<file path="src/rtl/pmu_pkg.sv">
`timescale 1ns/1ps
package pmu_pkg;
    localparam int DATA_W      = 32;
    localparam int ADDR_W      = 16;
    localparam int EV_W        = 16;
    localparam int SEL_W       = 5;
    localparam int NUM_GROUPS  = 1 << SEL_W;
    localparam int CASCADE_SEL = 1;

    // register windows; 0x80 bytes each, 4-byte stride per counter
    localparam logic [ADDR_W-1:0] OFS_GLOBAL = 16'h1000;
    localparam logic [ADDR_W-1:0] OFS_VALUE  = 16'h1080;
    localparam logic [ADDR_W-1:0] OFS_CTRL   = 16'h1100;
    localparam logic [ADDR_W-1:0] OFS_STAT   = 16'h1180;

    typedef enum logic [2:0] {
        RG_NONE, RG_GLOBAL, RG_VALUE, RG_CTRL, RG_STAT
    } region_e;

    typedef struct packed {
        logic [EV_W-1:0]  mask;
        logic [SEL_W-1:0] sel;
        logic [3:0]       trace;
        logic             kern;
        logic             ie;
    } ctrl_t;

    function automatic ctrl_t ctrl_from_word(input logic [DATA_W-1:0] w);
        ctrl_t c;
        c.mask  = w[31:16];
        c.sel   = w[12:8];
        c.trace = w[7:4];
        c.kern  = w[3];
        c.ie    = w[0];
        return c;
    endfunction

    function automatic logic [DATA_W-1:0] ctrl_to_word(input ctrl_t c);
        return {c.mask, 3'b000, c.sel, c.trace, c.kern, 2'b00, c.ie};
    endfunction
endpackage

</file>
<file path="src/rtl/pmu_addr_decode.sv">
`timescale 1ns/1ps
module pmu_addr_decode
    import pmu_pkg::*;
#(
    parameter int NUM_CNT = 8
) (
    input  logic [ADDR_W-1:0] addr,
    output region_e           region,
    output logic [4:0]        idx
);
    always_comb begin
        idx    = addr[6:2];
        region = RG_NONE;
        if (addr[1:0] == 2'b00) begin
            if (addr == OFS_GLOBAL)
                region = RG_GLOBAL;
            else if (32'(idx) < NUM_CNT) begin
                if (addr[ADDR_W-1:7] == OFS_VALUE[ADDR_W-1:7])      region = RG_VALUE;
                else if (addr[ADDR_W-1:7] == OFS_CTRL[ADDR_W-1:7])  region = RG_CTRL;
                else if (addr[ADDR_W-1:7] == OFS_STAT[ADDR_W-1:7])  region = RG_STAT;
            end
        end
    end
endmodule

</file>
<file path="src/rtl/pmu_event_qual.sv">
`timescale 1ns/1ps
module pmu_event_qual
    import pmu_pkg::*;
(
    input  logic [NUM_GROUPS*EV_W-1:0] ev_all,
    input  ctrl_t                      ctrl,
    input  logic [3:0]                 priv_lvl,
    input  logic                       kern_mode,
    output logic                       hit
);
    logic [EV_W-1:0] grp;
    logic            priv_ok;

    always_comb begin
        grp     = ev_all[ctrl.sel*EV_W +: EV_W];
        priv_ok = (priv_lvl <= ctrl.trace) || (kern_mode && ctrl.kern);
        hit     = priv_ok && (|(grp & ctrl.mask));
    end
endmodule

</file>
<file path="src/rtl/pmu_counter.sv">
`timescale 1ns/1ps
module pmu_counter
    import pmu_pkg::*;
(
    input  logic              clk,
    input  logic              rst_n,
    input  logic              run,
    input  logic              core_hit,
    input  logic              casc_in,
    input  logic              wr_val,
    input  logic              wr_ctrl,
    input  logic              wr_stat,
    input  logic [DATA_W-1:0] wdata,
    output logic [DATA_W-1:0] value,
    output ctrl_t             ctrl,
    output logic              ovf,
    output logic              wrap
);
    typedef struct packed {
        logic [DATA_W-1:0] value;
        ctrl_t             ctrl;
        logic              ovf;
    } cnt_state_t;

    cnt_state_t st_d, st_q;
    logic       inc;

    always_comb begin
        st_d = st_q;
        inc  = run && ((st_q.ctrl.sel == SEL_W'(CASCADE_SEL)) ? casc_in : core_hit);
        wrap = inc && !wr_val && (&st_q.value);
        if (wr_val)
            st_d.value = wdata;
        else if (inc)
            st_d.value = st_q.value + 1'b1;
        if (wr_ctrl)
            st_d.ctrl = ctrl_from_word(wdata);
        // a new wrap outranks a same-cycle clear
        st_d.ovf = wrap | (st_q.ovf & ~(wr_stat & wdata[0]));
    end

    always_ff @(posedge clk or negedge rst_n) begin
        if (!rst_n) st_q <= '0;
        else        st_q <= st_d;
    end

    assign value = st_q.value;
    assign ctrl  = st_q.ctrl;
    assign ovf   = st_q.ovf;
endmodule

</file>
<file path="src/rtl/perf_monitor.sv">
`timescale 1ns/1ps
module perf_monitor
    import pmu_pkg::*;
#(
    parameter int NUM_CNT = 8
) (
    input  logic                       clk,
    input  logic                       rst_n,
    input  logic                       bus_sel,
    input  logic                       bus_we,
    input  logic [ADDR_W-1:0]          bus_addr,
    input  logic [DATA_W-1:0]          bus_wdata,
    output logic [DATA_W-1:0]          bus_rdata,
    input  logic [NUM_GROUPS*EV_W-1:0] ev_in,
    input  logic [3:0]                 priv_lvl,
    input  logic                       kern_mode,
    output logic                       irq
);
    localparam int IDX_W = (NUM_CNT > 1) ? $clog2(NUM_CNT) : 1;

    typedef struct packed {
        logic en;
    } glb_t;

    glb_t    glb_d, glb_q;
    region_e region;
    logic [4:0] idx;
    logic    wr;
    logic    glb_en;

    logic [NUM_CNT-1:0][DATA_W-1:0] cnt_val;
    ctrl_t [NUM_CNT-1:0]            cnt_ctrl;
    logic [NUM_CNT-1:0] ovf_vec, ie_vec, wrap_vec, hit_vec;
    logic [NUM_CNT-1:0] val_wr, ctrl_wr, stat_wr, sts_clr;

    pmu_addr_decode #(.NUM_CNT(NUM_CNT)) u_dec (
        .addr(bus_addr), .region(region), .idx(idx)
    );

    assign wr     = bus_sel && bus_we;
    assign glb_en = glb_q.en;

    for (genvar i = 0; i < NUM_CNT; i++) begin : g_cnt
        logic casc;
        if (i == 0) begin : g_first
            assign casc = 1'b0;
        end else begin : g_chain
            assign casc = wrap_vec[i-1];
        end

        assign val_wr[i]  = wr && (region == RG_VALUE) && (idx == 5'(i));
        assign ctrl_wr[i] = wr && (region == RG_CTRL)  && (idx == 5'(i));
        assign stat_wr[i] = wr && (region == RG_STAT)  && (idx == 5'(i));
        assign sts_clr[i] = stat_wr[i] && bus_wdata[0];

        pmu_event_qual u_qual (
            .ev_all(ev_in), .ctrl(cnt_ctrl[i]), .priv_lvl(priv_lvl),
            .kern_mode(kern_mode), .hit(hit_vec[i])
        );

        pmu_counter u_cnt (
            .clk(clk), .rst_n(rst_n), .run(glb_q.en), .core_hit(hit_vec[i]),
            .casc_in(casc), .wr_val(val_wr[i]), .wr_ctrl(ctrl_wr[i]),
            .wr_stat(stat_wr[i]), .wdata(bus_wdata), .value(cnt_val[i]),
            .ctrl(cnt_ctrl[i]), .ovf(ovf_vec[i]), .wrap(wrap_vec[i])
        );

        assign ie_vec[i] = cnt_ctrl[i].ie;
    end

    always_comb begin
        glb_d = glb_q;
        if (wr && region == RG_GLOBAL)
            glb_d.en = bus_wdata[0];

        bus_rdata = '0;
        case (region)
            RG_GLOBAL: bus_rdata = {{(DATA_W-1){1'b0}}, glb_q.en};
            RG_VALUE:  bus_rdata = cnt_val[idx[IDX_W-1:0]];
            RG_CTRL:   bus_rdata = ctrl_to_word(cnt_ctrl[idx[IDX_W-1:0]]);
            RG_STAT:   bus_rdata = {27'd0,
                                    ovf_vec[idx[IDX_W-1:0]] & ie_vec[idx[IDX_W-1:0]],
                                    3'd0, ovf_vec[idx[IDX_W-1:0]]};
            default:   bus_rdata = '0;
        endcase

        irq = |(ovf_vec & ie_vec);
    end

    always_ff @(posedge clk or negedge rst_n) begin
        if (!rst_n) glb_q <= '0;
        else        glb_q <= glb_d;
    end
endmodule

</file>
<file path="config.mk">
export PLATFORM = sky130hd
export DESIGN_NAME = perf_monitor
export DESIGN_NICKNAME = d
export VERILOG_FILES = /design/src/rtl/pmu_pkg.sv /design/src/rtl/pmu_addr_decode.sv /design/src/rtl/pmu_event_qual.sv /design/src/rtl/pmu_counter.sv /design/src/rtl/perf_monitor.sv
export SDC_FILE = /design/constraint.sdc
export NUM_CORES = 2
export LEC_CHECK = 0
export CORE_MARGIN = 4
export CORE_UTILIZATION = 38
export CTS_CLUSTER_DIAMETER = 40
export DETAILED_ROUTE_END_ITERATION = 10
export DONT_BUFFER_PORTS = 1
export HOLD_SLACK_MARGIN = 0.1
export PLACE_DENSITY = 0.58
export SLEW_MARGIN = 0
export SYNTH_ARGS = -nofsm -noshare
export SYNTH_HDL_FRONTEND = slang
export SYNTH_SLANG_ARGS = --single-unit
</file>
<file path="constraint.sdc">
create_clock -name clk -period 4.7 [get_ports clk]
set_input_delay 0.47 -clock clk [delete_from_list [all_inputs] [get_ports clk]]
set_output_delay 0.47 -clock clk [all_outputs]
set_load 0.01 [all_outputs]
</file>
==> flow_summary.toml <==
[status]
outcome = "complete, but fails checks"
violations = "negative hold slack, max-slew violations, negative setup slack"

[layout]
multiInputGateArea_um2 = 47500
fill_cells = 14600
layout-drive-gt1-share_pct = 44.1
layout_commonest_cell = "mux4_2"
sequential_cell_area_um2 = 12100
fin_nets = 6207
most-common-layout-cells = "mux4_2, buf_4, dfrtp_1"
area_growth_pct = 21.4
finish.utilization_pct = 46.4

[sta]
rsz0062_at_grt = "true"
relSlewSlack_pct = -101
max_freq_mhz = 202
fin_ws_ps = -252
fin_tns_setup_ps = -13050
finClkSkew_ps = 47.0
hold_viol_final = 217
setup_violations = 95
finalCriticalPeriod_ps = 4950
tightest_slew_ps = 3020
final-max-slew-violation-count = 377
fin_crit_sh_pct = 105
whs_ps = -419

[power_and_ir_drop]
power.total_mw = 12.8
p_clk_share_pct = 56.9
swShare_pct = 24.3
ir_drop_uv = 276
power_frac_comb_pct = 10.8
leakagePower_nw = 25.8
power.density_nw_per_um2 = 173
p_sw_mw = 3.12
pwr-share-seq_pct = 32.3
intPower_mw = 9.73

[critical_path]
worst_ep_required_time_ps = 5190
critPathLaunchType = "flip-flop"
max_stage_delay_ps = 600
reg2reg_to = "g_cnt[6].u_cnt.value[4]"
critical_path_class = "flip-flop to flip-flop"
endpoint_kind = "flip-flop"
path_common_cell = "buf_4"
crit_chain = "buf_16 -> mux4_2 -> mux2_2 -> a22oi_2 -> o21ai_1 -> a221o_1 -> a2111o_1 -> o211ai_2 -> and2b_2 -> a311oi_4 -> buf_4 -> o21ai_4 -> buf_4 -> clkbuf_16 -> nor2_1 -> xnor2_1 -> a21oi_1"
worstPathMaxFanout = 10
timing.rr.start = "g_cnt[4].u_cnt.ctrl[6]"
slowest_stage = "dfrtp_4"
arrival_ps = 5440
r2r_cells = 17
rrSetupSlack_ps = -250

[route]
drt_wl_total_um = 376000
drc_errors = 0
first_pass_iters = 7
drt.antenna.violating_nets = 0
vias_per_cell = 7.76
vias = 61300
wire_per_inst_um = 47.6
drtIter0Drc = 10100

[clocking]
cts_tree = "built"
numClockSinks = 481
clock_latency_ps = 670
cts.path.max_buffers = 3
ctsHtreeMaxLevel = 3
cts.reportedPaths.clkPinSlew_ps = 50
cts_buffers = 95
cts_hold_buf = 34
cts_root_buf = "clkbuf_16"

[floorplanning]
dieArea_um2 = 168000
core-area_um2 = 160000
die_x_um = 410
boundaryPins = 602
rows = 147
die_h_um = 410
start_util_pct = 38.2

[place]
place_ws_ps = -667
hpwl_um = 278000
io_buffers = 0
gp_congestion = 1.08

[synthesis]
async_flop_share_pct = 100
syn-cell-area_um2 = 61300
synth-seq-cells = 481
synth_edf_count = 0
avgSynthCellArea_um2 = 11.7
syn-num-nets = 5861
synth_cell_types = 90
synthTopCellsByArea = "mux4_2, dfrtp_1, mux2i_1"
synth_area_leader_cell = "mux4_2"
yosysWarnings = 0
synth_ff_type = "dfrtp_1"
postSynthCellCount = 5252
ys_seq_area_share_pct = 19.6
synth_top_area_share_pct = 40.7

[global_route]
grt_max_degree = 482
grt_pass1_wl_um = 506000
antenna_found_initial = 53
gr-total-overflow = 0
first_global_vias = 58700
grt_use_total_pct = 43.3

[job]
cap_viol_max_count = 0

[worst_hold_path]
hp-class = "primary input to async pin"
-- per-stage QoR --
| step | std cells | cell area [um^2] | hold slack, ps |
|---|---|---|---|
| after floorplan | 5252 | 61300 | 174 |
| after global placement | 7547 | 68200 | 224 |
| after detailed placement | 7547 | 68200 | 223 |
| after CTS | 7805 | 73200 | -460 |
| after global routing | 7854 | 74300 | -449 |
| final | 7902 | 74400 | -419 |
-- state kept, by name, summed over array words and instances (netlist names) --
name / cells
glb_en: 1
g_cnt.u_cnt.ovf: 8
g_cnt.u_cnt.ctrl: 216
g_cnt.u_cnt.value: 256
-- layer usage --
metal / track usage, % / vias up / part of all wire (%)
li1: - / 22300 / -
met1: 52.6 / 31400 / 35
met2: 61.4 / 6038 / 41
met3: 19.1 / 1580 / 15
met4: 30.1 / 40 / 9.3
met5: 1.93 / - / 0.21
-- how the worst max path moves through the flow --
| stage | from | to | slack (ps) |
|---|---|---|---|
| finish | g_cnt[4].u_cnt.ctrl[6] | g_cnt[6].u_cnt.value[4] | -250 |
| global route | g_cnt[4].u_cnt.ctrl[6] | g_cnt[6].u_cnt.value[22] | -230 |
| CTS | g_cnt[1].u_cnt.ctrl[6] | g_cnt[6].u_cnt.value[22] | -40 |
| detailed placement | g_cnt[1].u_cnt.ctrl[7] | g_cnt[4].u_cnt.value[14] | -670 |
| global placement | g_cnt[1].u_cnt.ctrl[7] | g_cnt[4].u_cnt.value[16] | -640 |
| floorplan | g_cnt[4].u_cnt.ctrl[6] | g_cnt[7].u_cnt.value[1] | 480 |
-- final cells by class --
cell class | instances | area share, %
multi-input combinational | 4147 | 63.8
sequential | 481 | 16.3
timing repair buffer | 778 | 11.0
inverter | 95 | 0.479
clock buffer | 115 | 3.43
antenna | 65 | 0.219
tap | 2160 | 3.63
clock inverter | 61 | 1.15
-- Yosys cell counts (all sizes together), types with 7 or more instances --
library cell / n
a21oi: 197
nand2: 365
or4: 15
mux4: 1109
a22o: 11
nand3b: 7
and2: 28
ha: 40
o211ai: 13
inv: 93
buf: 242
a221oi: 28
dfrtp: 481
nand2b: 26
nor2: 302
a211oi: 26
a2111oi: 25
nand4: 65
and4: 12
mux2: 268
a31oi: 26
o21ai: 166
xnor2: 162
nand4b: 20
nand3: 158
nor4: 53
and3: 62
a22oi: 206
mux2i: 440
nor3: 55
o2111ai: 11
nor2b: 44
or3: 17
xor2: 70
o22ai: 31
clkbuf: 287
-- kinds of logic after synthesis --
family | after synthesis | share of synthesized area, %
AO/OA/AOI/OAI | 811 | 8.76
flip-flops | 481 | 19.6
XOR/XNOR | 232 | 3.32
AND/OR/NAND/NOR | 1247 | 9.82
multiplexers | 1817 | 52.9
buffers and inverters | 624 | 4.79
adder cells (fa/ha/maj) | 40 | 0.817
-- power by group through the flow --
stage | Combinational [mW] | Clock [mW] | Sequential [mW]
2_1_floorplan | 0.974 | 0 | 4.22
3_5_place_dp | 1.19 | 0 | 4.22
4_1_cts | 1.33 | 7.34 | 4.15
5_1_grt | 1.41 | 7.56 | 4.15
6_report | 1.39 | 7.31 | 4.15
3_3_place_gp | 1.18 | 0 | 4.22
-- critical path, delay by kind of cell (launching register included) --
family | cells | cell delay, ps
AOI/OAI and AO/OA | 8 | 2070
xor gates and xnor gates | 1 | 150
buffers and inverters | 4 | 770
DFF | 1 | 600
muxes | 2 | 890
and+or+nand+nor | 2 | 290
-- repair_timing --
item | CTS | global route
endpoints found under the setup margin | 254 | 178
resized for setup | 108 | 180
endpoints found under the hold margin | 949 | 481
setup buffers | 43 | 33
gates cloned | 7 | 3
pin swaps | 33 | 120
Power figures use the tool's default switching activity.
